==> src/rtl/march_pkg.sv <==
// Shared definitions for the March self-test engine: operation codes,
// element descriptor and the algorithm tables.
// Assumes at most six operations per element and six elements per test.
package march_pkg;
    localparam int MAX_OPS = 6;

    // Operation code: bit 1 = read, bit 0 = data value (0 or all ones).
    typedef logic [1:0] mop_t;
    localparam mop_t W0 = 2'b00;
    localparam mop_t W1 = 2'b01;
    localparam mop_t R0 = 2'b10;
    localparam mop_t R1 = 2'b11;

    typedef struct packed {
        logic                     down;
        logic [2:0]               nops;
        mop_t [MAX_OPS-1:0]       ops;   // ops[0] runs first
    } elem_t;

    function automatic elem_t mk(logic dn, logic [2:0] n, mop_t o0, mop_t o1,
                                 mop_t o2, mop_t o3, mop_t o4, mop_t o5);
        elem_t e;
        e.down = dn;
        e.nops = n;
        e.ops  = {o5, o4, o3, o2, o1, o0};
        return e;
    endfunction

    // Index of the final element for an algorithm code.
    function automatic logic [2:0] last_elem(logic [1:0] alg);
        return (alg == 2'd2) ? 3'd4 : 3'd5;
    endfunction

    // Element descriptor for algorithm alg, position idx.
    function automatic elem_t elem_of(logic [1:0] alg, logic [2:0] idx);
        elem_t e;
        e = mk(1'b0, 3'd1, W0, W0, W0, W0, W0, W0);
        case (alg)
            2'd1: case (idx)
                3'd0: e = mk(1'b1, 3'd1, W0, W0, W0, W0, W0, W0);
                3'd1: e = mk(1'b0, 3'd4, R0, W1, R1, W0, W0, W0);
                3'd2: e = mk(1'b0, 3'd2, R0, R0, W0, W0, W0, W0);
                3'd3: e = mk(1'b0, 3'd1, W1, W0, W0, W0, W0, W0);
                3'd4: e = mk(1'b1, 3'd4, R1, W0, R0, W1, W0, W0);
                default: e = mk(1'b1, 3'd2, R1, R1, W0, W0, W0, W0);
            endcase
            2'd2: case (idx)
                3'd0: e = mk(1'b0, 3'd1, W0, W0, W0, W0, W0, W0);
                3'd1: e = mk(1'b0, 3'd6, R0, W1, R1, W0, R0, W1);
                3'd2: e = mk(1'b0, 3'd3, R1, W0, W1, W0, W0, W0);
                3'd3: e = mk(1'b1, 3'd4, R1, W0, W1, W0, W0, W0);
                default: e = mk(1'b1, 3'd3, R0, W1, W0, W0, W0, W0);
            endcase
            default: case (idx)
                3'd0: e = mk(1'b0, 3'd1, W0, W0, W0, W0, W0, W0);
                3'd1: e = mk(1'b0, 3'd2, R0, W1, W0, W0, W0, W0);
                3'd2: e = mk(1'b0, 3'd2, R1, W0, W0, W0, W0, W0);
                3'd3: e = mk(1'b1, 3'd2, R0, W1, W0, W0, W0, W0);
                3'd4: e = mk(1'b1, 3'd2, R1, W0, W0, W0, W0, W0);
                default: e = mk(1'b0, 3'd1, R0, W0, W0, W0, W0, W0);
            endcase
        endcase
        return e;
    endfunction
endpackage

==> src/rtl/march_seq.sv <==
// Operation sequencer: walks elements, addresses and operations of the
// selected algorithm, one operation per cycle while running.
// Assumes start_i is only raised when the caller is idle.
module march_seq
    import march_pkg::*;
#(
    parameter int ADDR_W = 8
) (
    input  logic              clk,
    input  logic              rst_n,
    input  logic              start_i,
    input  logic [1:0]        alg_i,
    output logic              run_o,
    output logic [ADDR_W-1:0] addr_o,
    output mop_t              op_o,
    output logic              last_o
);
    localparam logic [ADDR_W-1:0] TOP_ADDR = {ADDR_W{1'b1}};

    logic              run;
    logic [1:0]        alg_q;
    logic [2:0]        eidx;
    logic [2:0]        oidx;
    logic [ADDR_W-1:0] addr;
    elem_t             cur, nxt, first;
    logic              op_end, addr_end, elem_end;

    // Decode the current, next and launch elements and the end conditions.
    always_comb begin
        cur      = elem_of(alg_q, eidx);
        nxt      = elem_of(alg_q, 3'(eidx + 3'd1));
        first    = elem_of(alg_i, 3'd0);
        op_end   = (oidx == 3'(cur.nops - 3'd1));
        addr_end = cur.down ? (addr == '0) : (addr == TOP_ADDR);
        elem_end = (eidx == last_elem(alg_q));
    end

    // Advance operation, then address, then element; stop after the last.
    always_ff @(posedge clk) begin
        if (!rst_n) begin
            run   <= 1'b0;
            alg_q <= 2'd0;
            eidx  <= 3'd0;
            oidx  <= 3'd0;
            addr  <= '0;
        end else if (!run) begin
            if (start_i) begin
                run   <= 1'b1;
                alg_q <= alg_i;
                eidx  <= 3'd0;
                oidx  <= 3'd0;
                addr  <= first.down ? TOP_ADDR : '0;
            end
        end else if (!op_end) begin
            oidx <= oidx + 3'd1;
        end else begin
            oidx <= 3'd0;
            if (!addr_end) begin
                addr <= cur.down ? addr - 1'b1 : addr + 1'b1;
            end else if (elem_end) begin
                run <= 1'b0;
            end else begin
                eidx <= eidx + 3'd1;
                addr <= nxt.down ? TOP_ADDR : '0;
            end
        end
    end

    assign run_o  = run;
    assign addr_o = addr;
    assign op_o   = cur.ops[oidx];
    assign last_o = run & op_end & addr_end & elem_end;


    addr_hold_chk: assert property (@(posedge clk) disable iff (!rst_n)
        (run && oidx != 3'd0) |-> addr == $past(addr));


    alg_hold_chk: assert property (@(posedge clk) disable iff (!rst_n)
        (run && $past(run)) |-> alg_q == $past(alg_q));
endmodule

==> src/rtl/march_chk.sv <==
// Read checker: holds each read's expected value and address for one
// cycle, compares with the returned data, records the first mismatch and
// raises the end-of-run pulse. Assumes one cycle of RAM read latency.
module march_chk #(
    parameter int ADDR_W = 8,
    parameter int DATA_W = 16
) (
    input  logic              clk,
    input  logic              rst_n,
    input  logic              clear,
    input  logic              rd_issue,
    input  logic              rd_exp,
    input  logic [ADDR_W-1:0] rd_addr,
    input  logic              last_issue,
    input  logic [DATA_W-1:0] rdata,
    output logic              fin_o,
    output logic              done_o,
    output logic              pass_o,
    output logic [ADDR_W-1:0] fail_addr_o,
    output logic [DATA_W-1:0] fail_data_o
);
    logic              pv, pexp, plast;
    logic [ADDR_W-1:0] paddr;
    logic              failed, have;
    logic              mismatch;

    // Compare the returned word against the held expected value.
    assign mismatch = pv && (rdata != {DATA_W{pexp}});

    // Pipeline register carrying the read's expectation into the next cycle.
    always_ff @(posedge clk) begin
        if (!rst_n) begin
            pv    <= 1'b0;
            pexp  <= 1'b0;
            paddr <= '0;
            plast <= 1'b0;
        end else begin
            pv    <= rd_issue;
            pexp  <= rd_exp;
            paddr <= rd_addr;
            plast <= last_issue;
        end
    end

    // End-of-run pulse, one cycle after the final operation's compare slot.
    always_ff @(posedge clk) begin
        if (!rst_n) done_o <= 1'b0;
        else        done_o <= plast;
    end

    // Result registers: cleared on launch, first mismatch captured once.
    always_ff @(posedge clk) begin
        if (!rst_n || clear) begin
            failed      <= 1'b0;
            have        <= 1'b0;
            fail_addr_o <= '0;
            fail_data_o <= '0;
        end else begin
            if (mismatch && !failed) begin
                failed      <= 1'b1;
                fail_addr_o <= paddr;
                fail_data_o <= rdata;
            end
            if (plast) have <= 1'b1;
        end
    end

    assign fin_o  = plast;
    assign pass_o = have & ~failed;


    done_pulse_chk: assert property (@(posedge clk) disable iff (!rst_n)
        done_o |=> !done_o);


    first_fail_hold_chk: assert property (@(posedge clk) disable iff (!rst_n)
        (failed && !clear) |=> ($stable(fail_addr_o) && $stable(fail_data_o)));


    mismatch_blocks_pass_chk: assert property (@(posedge clk) disable iff (!rst_n)
        (mismatch && !clear) |=> !pass_o);
endmodule

==> src/rtl/march_bist.sv <==
// Top of the March self-test controller: gates the launch strobe, maps
// sequencer operations onto the RAM strobes and hosts the read checker.
// Assumes a single-port RAM with registered read data (one cycle latency).
module march_bist
    import march_pkg::*;
#(
    parameter int ADDR_W = 8,
    parameter int DATA_W = 16
) (
    input  logic              clk,
    input  logic              rst_n,
    input  logic              start,
    input  logic [1:0]        test_sel,
    input  logic [DATA_W-1:0] mem_rdata,
    output logic [ADDR_W-1:0] mem_addr,
    output logic [DATA_W-1:0] mem_wdata,
    output logic              mem_we,
    output logic              mem_re,
    output logic              busy,
    output logic              done,
    output logic              pass,
    output logic [ADDR_W-1:0] fail_addr,
    output logic [DATA_W-1:0] fail_data
);
    logic              accept, run, last, fin;
    logic [ADDR_W-1:0] addr;
    mop_t              op;

    // Launch only while idle; a strobe during a run is dropped.
    assign accept = start & ~busy;
    assign busy   = run | fin;

    march_seq #(.ADDR_W(ADDR_W)) u_seq (
        .clk     (clk),
        .rst_n   (rst_n),
        .start_i (accept),
        .alg_i   (test_sel),
        .run_o   (run),
        .addr_o  (addr),
        .op_o    (op),
        .last_o  (last)
    );

    // RAM-side strobes and data derived from the current operation.
    assign mem_addr  = addr;
    assign mem_we    = run & ~op[1];
    assign mem_re    = run & op[1];
    assign mem_wdata = {DATA_W{op[0]}};

    march_chk #(.ADDR_W(ADDR_W), .DATA_W(DATA_W)) u_chk (
        .clk         (clk),
        .rst_n       (rst_n),
        .clear       (accept),
        .rd_issue    (mem_re),
        .rd_exp      (op[0]),
        .rd_addr     (addr),
        .last_issue  (last),
        .rdata       (mem_rdata),
        .fin_o       (fin),
        .done_o      (done),
        .pass_o      (pass),
        .fail_addr_o (fail_addr),
        .fail_data_o (fail_data)
    );


    idle_quiet_chk: assert property (@(posedge clk) disable iff (!rst_n)
        !busy |-> (!mem_we && !mem_re));


    wdata_value_chk: assert property (@(posedge clk) disable iff (!rst_n)
        mem_we |-> (mem_wdata == '0 || mem_wdata == '1));
endmodule

==> config.mk <==
export PLATFORM = sky130hd
export DESIGN_NAME = march_bist
export DESIGN_NICKNAME = d
export VERILOG_FILES = /design/src/rtl/march_pkg.sv /design/src/rtl/march_seq.sv /design/src/rtl/march_chk.sv /design/src/rtl/march_bist.sv
export SDC_FILE = /design/constraint.sdc
export NUM_CORES = 1
export LEC_CHECK = 0
export BUFFER_PORTS_ARGS = -buffer_cell sky130_fd_sc_hd__buf_2
export CAP_MARGIN = 25
export CELL_PAD_IN_SITES_DETAIL_PLACEMENT = 0
export CELL_PAD_IN_SITES_GLOBAL_PLACEMENT = 1
export CORE_ASPECT_RATIO = 1.25
export CORE_MARGIN = 2
export CORE_UTILIZATION = 38
export CTS_CLUSTER_SIZE = 10
export DETAILED_ROUTE_END_ITERATION = 12
export PLACE_DENSITY = 0.82
export RECOVER_POWER = 50
export SKIP_CTS_REPAIR_TIMING = 1
export SYNTH_ARGS = -nofsm -noshare
export SYNTH_HDL_FRONTEND = slang
export SYNTH_SLANG_ARGS = --single-unit
==> constraint.sdc <==
create_clock -name clk -period 4.06 [get_ports clk]
set_clock_uncertainty 0.05 [all_clocks]
set_input_delay 0.203 -clock clk [delete_from_list [all_inputs] [get_ports clk]]
set_output_delay 0.203 -clock clk [all_outputs]
set_load 0.005 [all_outputs]
==> out/metrics.csv, run 1 <==
stage,metric,value,unit
critical_path,R2R Setup Slk,270,ps
yosys,"EDFF count, synth",0,
grt,first-pass GRT wire length,12700,µm
yosys,"count leader, synth",nor2_1,
critical_path,Crit Path Max Fanout,9,
placement,Setup WS pre-CTS,122,ps
sta,Max Slew Vio Count,0,
sta,Peak Freq,0.264,GHz
clock_tree,CTS H-Tree Depth,2,
clock_tree,Num Clock Sinks,55,
detailed_routing,DRT Pass-1 Iters,4,
sta,"Hold Vio Cnt, Final",0,
grt,number of global-route vias before repair,2667,
sta,Rel. slew slack,0.398,
critical_path,Worst EP arrival,3970,ps
yosys,Syn Std Cell Area,0.00337,mm²
die,Starting Density,0.389,
sta,Setup TNS,0,ps
finish,fillers,924,
sta,final setup violation count,0,
critical_path,crit-path cells,inv_1 -> ha_2 -> nor3_1 -> o311a_1 -> o31ai_2 -> inv_2 -> fa_1 -> a21o_1 -> a21oi_1 -> nor2b_1 -> or4_1 -> a31oi_1 -> o21ai_0 -> a221oi_1,
yosys,Yosys top cell by area,dfxtp_1,
clock_tree,Worst-Skew Late Latency,310,ps
power_and_ir_drop,leakage power,1.51,nW
die,die area,0.00964,mm²
sta,Tcrit/Tclk final,0.934,
yosys,Syn Nets,442,
detailed_routing,Iter 0 DRT Violations,133,
yosys,Cells after Synth,400,
power_and_ir_drop,PD cells,332,mW/mm²
clock_tree,Max clock buf depth,2,
sta,worst slew pin tran,901,ps
yosys,Synth Area in Compound Gates,0.188,
power_and_ir_drop,worst vdd ir,152,µV
sta,setup ws final,267,ps
yosys,combinational family with the most area after synthesis,compound AO/OA/AOI/OAI gates,
yosys,Post-Synth Adder-Cell Area,0.0802,
die,row count,38,
finish,layout cells sized above 1,0.194,
yosys,register area share after synthesis,0.327,
yosys,Avg Inst Size Synth,8.42,µm²
placement,I/O Buffers,73,
die,Chip Height,109,µm
yosys,XOR/XNOR Fraction of Synth Area,0.0234,
grt,gr ovfl total,0,
die,die width,88.2,µm
run,max cap viols,0,
min_path,min-delay worst type,input pin to flip-flop,
placement,routability cong.,0.902,
finish,footprint of the multi-input gates,0.00197,mm²
detailed_routing,Post-Route WL,7660,µm
sta,RSZ-0062 raised after global routing,no,
yosys,most instantiated cells after synthesis,"nor2_1 (58), dfxtp_1 (55), mux2i_1 (31)",
grt,pin count of the biggest net entering global routing,28,
grt,Global Route Usage Sum,0.163,
placement,dpl hpwl,5830,µm
detailed_routing,routed wire length per instance,13.5,µm
yosys,synth unique cells,56,
die,core area,0.00865,mm²
clock_tree,CTS Buf Count,5,
detailed_routing,vias per cell,5.11,
critical_path,Crit Path Class,flip-flop to flip-flop,
finish,Syn-to-layout area delta,13.0,%
critical_path,crit path launch type,flip-flop,
grt,initial antenna violation count,0,
clock_tree,CTS tree,built,
finish,Reg area,0.00110,mm²
finish,layout net count,490,
yosys,Synth area leaders,"dfxtp_1 (33%), mux2i_1 (9.2%), ha_1 (7.4%), nor2_1 (6.5%), buf_4 (3.6%)",
finish,# diodes,0,
die,total I/O pin count,74,
yosys,Post-Synth Simple-Gate Area,0.188,
detailed_routing,"antenna viol nets, final",0,
yosys,Main synth FF type,dfxtp_1,
critical_path,Crit path required time,4230,ps
detailed_routing,vias,2910,
yosys,YS warnings,0,
yosys,post-synthesis mux area share,0.102,
detailed_routing,Remaining DRCs,0,
critical_path,slowest CP cell,fa_1,
yosys,post-synth top area share,0.327,
yosys,"FF+latch count, synth",55,
clock_tree,clock slew at reported path FFs,110,ps
run_status,status,"finished, final reports clean",
critical_path,Setup crit end kind,flip-flop,
yosys,Post-synth ARST share,0,
clock_tree,Root Buffer,clkbuf_8,
critical_path,CP peak stage delay,430,ps
sta,fin crit period,3790,ps
==> routing by layer <==
layer / vias to the layer above / part of all wire / track usage
li1: 1501 / - / -
met5: - / 0 / 0
met2: 73 / 0.46 / 0.269
met1: 1328 / 0.48 / 0.217
met4: 0 / 0.014 / 0.0455
met3: 8 / 0.046 / 0.0303
==> metrics by stage <==
step	area [µm²]	hold slack, ps	utilization	std cells	power [mW]
floorplan	3370	289	-	400	0.865
global placement	3720	395	0.430	561	0.940
detailed placement	3720	409	0.430	561	0.944
CTS	3820	91.0	0.441	569	1.27
global route	3810	107	0.440	569	1.34
finish	3810	95.0	0.440	569	1.26
==> final cells by class <==
cell class,count,area share
multi-input combinational,281,0.517
sequential,55,0.289
timing repair buffer,78,0.100
tap,120,0.0394
inverter,27,0.0266
clock buffer,6,0.0217
clock inverter,2,0.00526
==> path summary, 6_finish.rpt <==
kind,start,end,cells past startpoint
min reg2reg,u_chk.failed$_SDFFE_PP0P_,u_chk.failed$_SDFFE_PP0P_,2
max,u_seq.eidx[0]$_SDFFE_PN0P_,u_seq.addr_o[6]$_SDFFE_PN0P_,14
max reg2reg,u_seq.eidx[0]$_SDFFE_PN0P_,u_seq.addr_o[6]$_SDFFE_PN0P_,14
min,mem_rdata[0],u_chk.fail_data_o[0]$_SDFFE_PP0P_,3
==> registers in the layout, summed over array words and instances, names as in the netlist, 2 cells and up <==
name and cells:
u_chk.paddr 8, u_chk.fail_data_o 16, u_seq.alg_q 2, u_chk.fail_addr_o 8, u_seq.addr_o 8, u_seq.oidx 3
u_seq.eidx 3
==> critical path, delay by kind of cell (launching register included) <==
| kind | cells | cell delay, ps |
|---|---|---|
| flops | 1 | 420 |
| buf+inv | 2 | 350 |
| compound gates | 7 | 1560 |
| simple gates | 3 | 570 |
| fa+ha+maj | 2 | 740 |
==> where the power goes <==
group          switching [mW]  internal [mW]
clock network           0.189          0.144
logic                   0.187          0.145
registers              0.0327          0.565
==> cells in the final DEF, fill, tap and decap left out, types with 2 or more instances in the layout <==
cell	instances
nor2_1	57
buf_2	56
dfxtp_1	55
mux2i_1	31
inv_1	24
nand2_1	19
o21ai_0	17
a21oi_1	17
ha_1	17
clkbuf_1	17
a221oi_1	9
nor2b_1	8
nand2b_1	7
nand3_1	7
nor3_1	6
nand4_1	6
clkbuf_8	6
a31oi_1	5
xnor2_1	5
buf_4	5
o32ai_1	4
o41ai_1	4
xor2_1	4
nor4_1	4
o22ai_1	3
inv_2	3
a21o_1	3
o31ai_1	3
or4_1	3
mux2_2	3
o21a_1	3
ha_2	3
o311a_1	2
nand4b_1	2
and2_1	2
and2_0	2
a31oi_4	2
or3_1	2
==> logic make-up (layout without fill, tap and decap cells) <==
kind of cell	count (synthesis)	after routing
AO/OA/AOI/OAI	86	86
XOR/XNOR	9	9
adder cells (fa/ha/maj)	21	21
buffers and inverters	64	113
flip-flops	55	55
multiplexers	34	34
AND/OR/NAND/NOR	131	131
Power figures use the tool's default switching activity.
==> run 2, diff against run 1 <==
CELL_PAD_IN_SITES_DETAIL_PLACEMENT = 1   (was 0)
CELL_PAD_IN_SITES_GLOBAL_PLACEMENT = 2   (was 1)
CORE_UTILIZATION = 32   (was 38)
PLACE_DENSITY = 0.86   (was 0.82)
==> out/metrics.csv, run 2 (same netlist as run 1, synthesis figures left out) <==
stage,metric,value,unit,change
run_status,status,"finished, final reports clean",,unchanged
power_and_ir_drop,PD cells,352,mW/mm²,was 332 mW/mm²
critical_path,Crit Path Class,flip-flop to flip-flop,,unchanged
finish,layout cells sized above 1,0.189,,was 0.194
die,die width,95.8,µm,was 88.2 µm
clock_tree,Worst-Skew Late Latency,290,ps,was 310 ps
sta,final setup violation count,0,,unchanged
critical_path,Crit path required time,4200,ps,was 4230 ps
sta,Tcrit/Tclk final,0.919,,was 0.934
finish,fin area,0.00386,mm²,was 0.00381 mm²
sta,fin crit period,3730,ps,was 3790 ps
finish,Syn-to-layout area delta,14.7,%,was 13.0%
critical_path,Critical Path Source,u_seq.eidx[0]$_SDFFE_PN0P_,,unchanged
clock_tree,Num Clock Sinks,55,,unchanged
critical_path,Worst EP arrival,3880,ps,was 3970 ps
grt,initial antenna violation count,0,,unchanged
min_path,HP Start,mem_rdata[0],,unchanged
sta,Rel. slew slack,0.398,,about the same
die,total I/O pin count,74,,unchanged
clock_tree,CTS Buf Count,5,,unchanged
run,max cap viols,0,,unchanged
grt,Global Route Usage Sum,0.152,,was 0.163
die,Starting Density,0.332,,was 0.389
die,row count,41,,was 38
grt,number of global-route vias before repair,2920,,"was 2,667"
sta,Peak Freq,0.268,GHz,was 0.264 GHz
sta,final hold slack,127,ps,was 95.0 ps
critical_path,Critical Path Sink,u_seq.addr_o[6]$_SDFFE_PN0P_,,unchanged
detailed_routing,"antenna viol nets, final",0,,unchanged
power_and_ir_drop,"Power, Total",1.36,mW,was 1.26 mW
critical_path,crit path launch type,flip-flop,,unchanged
sta,"Hold Vio Cnt, Final",0,,unchanged
critical_path,Setup crit end kind,flip-flop,,unchanged
finish,layout net count,492,,was 490
detailed_routing,vias per cell,5.16,,was 5.11
power_and_ir_drop,worst vdd ir,192,µV,was 152 µV
grt,first-pass GRT wire length,14000,µm,"was 12,700 µm"
detailed_routing,vias,2990,,"was 2,910"
die,Chip Height,119,µm,was 109 µm
clock_tree,clock slew at reported path FFs,70,ps,was 110 ps
die,core area,0.0102,mm²,was 0.00865 mm²
detailed_routing,Iter 0 DRT Violations,90,,was 133
clock_tree,CTS H-Tree Depth,2,,unchanged
critical_path,Critical R2R Capture,u_seq.addr_o[6]$_SDFFE_PN0P_,,unchanged
critical_path,R2R depth,14,,unchanged
finish,Top reg by flops,u_chk.fail_data_o,,unchanged
placement,I/O Buffers,73,,unchanged
die,die area,0.0114,mm²,was 0.00964 mm²
placement,dpl hpwl,6720,µm,was 5830 µm
detailed_routing,Post-Route WL,8570,µm,was 7660 µm
sta,Max Slew Vio Count,0,,unchanged
grt,gr ovfl total,0,,unchanged
critical_path,R2R Setup Slk,330,ps,was 270 ps
min_path,min-delay worst type,input pin to flip-flop,,unchanged
critical_path,r2r startpoint,u_seq.eidx[0]$_SDFFE_PN0P_,,unchanged
power_and_ir_drop,leakage power,1.51,nW,about the same
detailed_routing,routed wire length per instance,14.8,µm,was 13.5 µm
clock_tree,Max clock buf depth,2,,unchanged
finish,"commonest non-fill, non-tap cell in the layout",nor2_1,,unchanged
sta,RSZ-0062 raised after global routing,no,,unchanged
placement,routability cong.,0.828,,was 0.902
min_path,worst hold stages,3,,unchanged
clock_tree,CTS tree,built,,unchanged
detailed_routing,DRT Pass-1 Iters,4,,unchanged
finish,flip-flop count of the largest register after layout,16,,unchanged
finish,fillers,1249,,was 924
sta,worst slew pin tran,901,ps,about the same
clock_tree,Root Buffer,clkbuf_16,,was clkbuf_8
placement,dpl cell area,0.00374,mm²,was 0.00372 mm²
finish,most frequent cells in the layout,"nor2_1 (57), dfxtp_1 (53), buf_2 (51)",,"was nor2_1 (57), buf_2 (56), dfxtp_1 (55)"
critical_path,Crit Path Max Fanout,9,,unchanged
grt,pin count of the biggest net entering global routing,28,,unchanged
finish,# diodes,0,,unchanged
detailed_routing,Remaining DRCs,0,,unchanged
## run 2: cell count changes in the layout (fill, tap and decap cells not counted), moves of 2 or more
cell	change
buf_4	+2
buf_2	-5
clkbuf_1	+5
dfxtp_2	+2
clkbuf_8	-6
clkbuf_16	+5
dfxtp_1	-2
## run 2: area by class of cell
| class | count | area (µm²) | area share |
|---|---|---|---|
| repair buffers | 80 | 390 | 0.101 |
| multi-input cells | 281 | 1970 | 0.509 |
| clock inverters | 2 | 16.3 | 0.00421 |
| inverters | 27 | 101 | 0.0262 |
| flip-flops and latches | 55 | 1100 | 0.286 |
| clock buffers | 5 | 125 | 0.0324 |
| well taps | 129 | 161 | 0.0418 |
## run 2: where the power goes
part	internal (mW)	total (mW)	switching [mW]
sequential	0.565	0.599	0.0335
combinational	0.148	0.338	0.191
clock	0.228	0.423	0.196
total	0.941	1.36	0.420
## run 2: worst min-delay path by stage
stage | endpoint | slack [ps]
after floorplan | u_seq.alg_q[0]$_SDFFE_PN0P_ | 290
after global placement | u_chk.have$_SDFFE_PP0P_ | 400
after detailed placement | u_chk.fail_addr_o[1]$_SDFFE_PP0P_ | 420
after CTS | u_chk.fail_data_o[0]$_SDFFE_PP0P_ | 130
after global routing | u_chk.fail_data_o[1]$_SDFFE_PP0P_ | 150
final | u_chk.fail_data_o[0]$_SDFFE_PP0P_ | 130
## run 2: stage by stage
stage	utilization	worst slack, ps	setup TNS (ps)	std cells
after floorplan	-	387	0	400
after global placement	0.369	258	0	572
after detailed placement	0.369	14.1	0	572
after CTS	0.382	-10.4	-10.4	579
after global routing	0.381	4.47	0	579
final	0.381	328	0	579
## run 2: worst max-delay path, stage by stage, from the launching register on
cell      delay (ps)
dfxtp_2          380
inv_2            120
ha_2             290
nor3_1           100
o311a_1          320
o31ai_2          320
inv_2            150
fa_1             420
a21o_1           170
a21oi_1          260
nor2b_1           70
or4_1            400
a31oi_1          160
o21ai_0          100
a221oi_1         300
## run 2: metal layers
layer	wire [µm]	GRT usage	share of wire	vias to the layer above
li1	-	-	-	1498
met1	3920	0.199	0.46	1417
met2	4190	0.259	0.49	66
met3	353	0.0236	0.041	9
met4	104	0.0366	0.012	0
met5	0	0	0	-
==> run 3, diff against run 2 <==
CORE_MARGIN = 8   (was 2)
==> out/metrics.csv, run 3 (same netlist as run 1, synthesis figures left out) <==
stage,metric,value,unit,change
run_status,status,"finished, final reports clean",,unchanged
critical_path,CP top delay family,compound AO/OA/AOI/OAI gates,,unchanged
clock_tree,clock slew at reported path FFs,80,ps,was 70 ps
detailed_routing,met2 WL,4620,µm,was 4190 µm
sta,Tcrit/Tclk final,0.933,,was 0.919
finish,Top reg by flops,u_chk.fail_data_o,,unchanged
detailed_routing,vias,3011,,"was 2,990"
clock_tree,CTS H-Tree Depth,2,,unchanged
placement,Setup WS pre-CTS,88.8,ps,was 14.1 ps
critical_path,Crit Path Max Fanout,9,,unchanged
sta,Setup TNS,0,ps,unchanged
placement,dpl hpwl,7310,µm,was 6720 µm
die,Starting Density,0.324,,was 0.332
sta,"Hold Vio Cnt, Final",0,,unchanged
detailed_routing,highest routing layer actually used,met4,,unchanged
finish,"non-filler cells, final",582,,was 579
finish,Syn-to-layout area delta,15.8,%,was 14.7%
sta,Peak Freq,0.264,GHz,was 0.268 GHz
grt,initial antenna violation count,0,,unchanged
detailed_routing,"antenna viol nets, final",0,,unchanged
critical_path,Worst EP arrival,3930,ps,was 3880 ps
finish,Final Core Density,0.375,,was 0.381
critical_path,crit path launch type,flip-flop,,unchanged
finish,"commonest non-fill, non-tap cell in the layout",nor2_1,,unchanged
placement,routability cong.,0.830,,was 0.828
detailed_routing,met3 routed wirelength,445,µm,was 353 µm
die,core area,0.0104,mm²,was 0.0102 mm²
die,Chip Height,131,µm,was 119 µm
power_and_ir_drop,PD cells,370,mW/mm²,was 352 mW/mm²
placement,dpl cell area,0.00374,mm²,about the same
sta,final setup violation count,0,,unchanged
finish,most frequent cells in the layout,"nor2_1 (57), dfxtp_1 (54), buf_2 (48)",,"was nor2_1 (57), dfxtp_1 (53), buf_2 (51)"
grt,number of global-route vias before repair,3148,,"was 2,920"
finish,fillers,1271,,"was 1,249"
clock_tree,Num Clock Sinks,55,,unchanged
run,max cap viols,0,,unchanged
finish,layout net count,491,,was 492
power_and_ir_drop,worst vdd ir,178,µV,was 192 µV
detailed_routing,Post-Route WL,9340,µm,was 8570 µm
min_path,min-delay worst type,input pin to flip-flop,,unchanged
clock_tree,Worst-Skew Late Latency,290,ps,about the same
sta,fin crit period,3790,ps,was 3730 ps
sta,RSZ-0062 raised after global routing,no,,unchanged
detailed_routing,routed wire length per instance,16.0,µm,was 14.8 µm
detailed_routing,DRT Pass-1 Iters,4,,unchanged
finish,# diodes,0,,unchanged
clock_tree,CTS tree,built,,unchanged
sta,Rel. slew slack,0.387,,was 0.398
finish,flip-flop count of the largest register after layout,16,,unchanged
power_and_ir_drop,leakage power,1.51,nW,about the same
placement,placed cell count,574,,was 572
grt,gr ovfl total,0,,unchanged
sta,setup ws final,273,ps,was 328 ps
clock_tree,Max clock buf depth,2,,unchanged
die,die area,0.0141,mm²,was 0.0114 mm²
critical_path,crit-path cells,ha_1 -> nor3_1 -> o311a_1 -> o31ai_2 -> inv_2 -> fa_1 -> a21o_1 -> a21oi_1 -> nor2b_1 -> or4_1 -> a31oi_1 -> o21ai_0 -> a221oi_1,,was inv_2 -> ha_2 -> nor3_1 -> o311a_1 -> o31ai_2 -> inv_2 -> fa_1 -> a21o_1 -> a21oi_1 -> nor2b_1 -> or4_1 -> a31oi_1 -> o21ai_0 -> a221oi_1
die,die width,108,µm,was 95.8 µm
detailed_routing,Iter 0 DRT Violations,95,,was 90
finish,layout cells sized above 1,0.180,,was 0.189
die,total I/O pin count,74,,unchanged
critical_path,Crit Path Class,flip-flop to flip-flop,,unchanged
sta,worst slew pin tran,918,ps,was 901 ps
finish,Reg area,0.00110,mm²,about the same
clock_tree,CTS Buf Count,5,,unchanged
grt,pin count of the biggest net entering global routing,28,,unchanged
critical_path,Setup crit end kind,flip-flop,,unchanged
critical_path,Crit path required time,4210,ps,was 4200 ps
sta,Max Slew Vio Count,0,,unchanged
finish,fin area,0.00390,mm²,was 0.00386 mm²
detailed_routing,vias per cell,5.17,,was 5.16
critical_path,slowest CP cell,dfxtp_1,,was fa_1
critical_path,CP peak stage delay,530,ps,was 420 ps
detailed_routing,WL met1,4220,µm,was 3920 µm
detailed_routing,Remaining DRCs,0,,unchanged
die,row count,42,,was 41
critical_path,crit path buf inv count,1,,was 2
grt,Global Route Usage Sum,0.131,,was 0.152
clock_tree,Root Buffer,clkbuf_16,,unchanged
placement,I/O Buffers,73,,unchanged
finish,footprint of the multi-input gates,0.00198,mm²,was 0.00197 mm²
grt,first-pass GRT wire length,15500,µm,"was 14,000 µm"
[run 3: path summary, 6_finish.rpt]
check                                           end                       start  slack, ps  depth (start not counted)
setup / recovery       u_seq.addr_o[6]$_SDFFE_PN0P_  u_seq.eidx[1]$_SDFFE_PN0P_        270                         13
hold reg to reg   u_chk.fail_addr_o[0]$_SDFFE_PP0P_   u_chk.paddr[0]$_SDFF_PN0_        430                          2
setup reg to reg       u_seq.addr_o[6]$_SDFFE_PN0P_  u_seq.eidx[1]$_SDFFE_PN0P_        270                         13
hold / removal    u_chk.fail_data_o[0]$_SDFFE_PP0P_                mem_rdata[0]        130                          3
[run 3: per-layer routing]
metal / vias up / GRT usage
li1: 1499 / -
met1: 1450 / 0.162
met2: 58 / 0.234
met3: 4 / 0.0191
met4: 0 / 0.0319
met5: - / 0
[run 3: through the flow]
step / power (mW) / hold WS [ps]
4_1_cts: 1.47 / 124
5_1_grt: 1.53 / 133
3_5_place_dp: 0.959 / 425
3_3_place_gp: 0.949 / 396
6_report: 1.44 / 126
2_1_floorplan: 0.865 / 289
[run 3: cell type report]
class	instances	share of cell area
flip-flops and latches	55	0.282
repair buffers	79	0.0971
multi-input cells	281	0.507
clock inverters	3	0.0128
clock buffers	5	0.0321
inverters	27	0.0260
well taps	132	0.0423
[run 3: power by group]
group / switching, mW / internal (mW)
sequential: 0.0345 / 0.565
combinational: 0.195 / 0.146
clock: 0.205 / 0.298
total: 0.435 / 1.01
[run 3: worst register-to-register path, delay by kind of cell (launching register included)]
kind | cells | cell delay [ps]
and+or+nand+nor | 3 | 570
AOI/OAI and AO/OA | 7 | 1590
adders and majority gates | 2 | 780
buffers and inverters | 1 | 160
DFF | 1 | 530
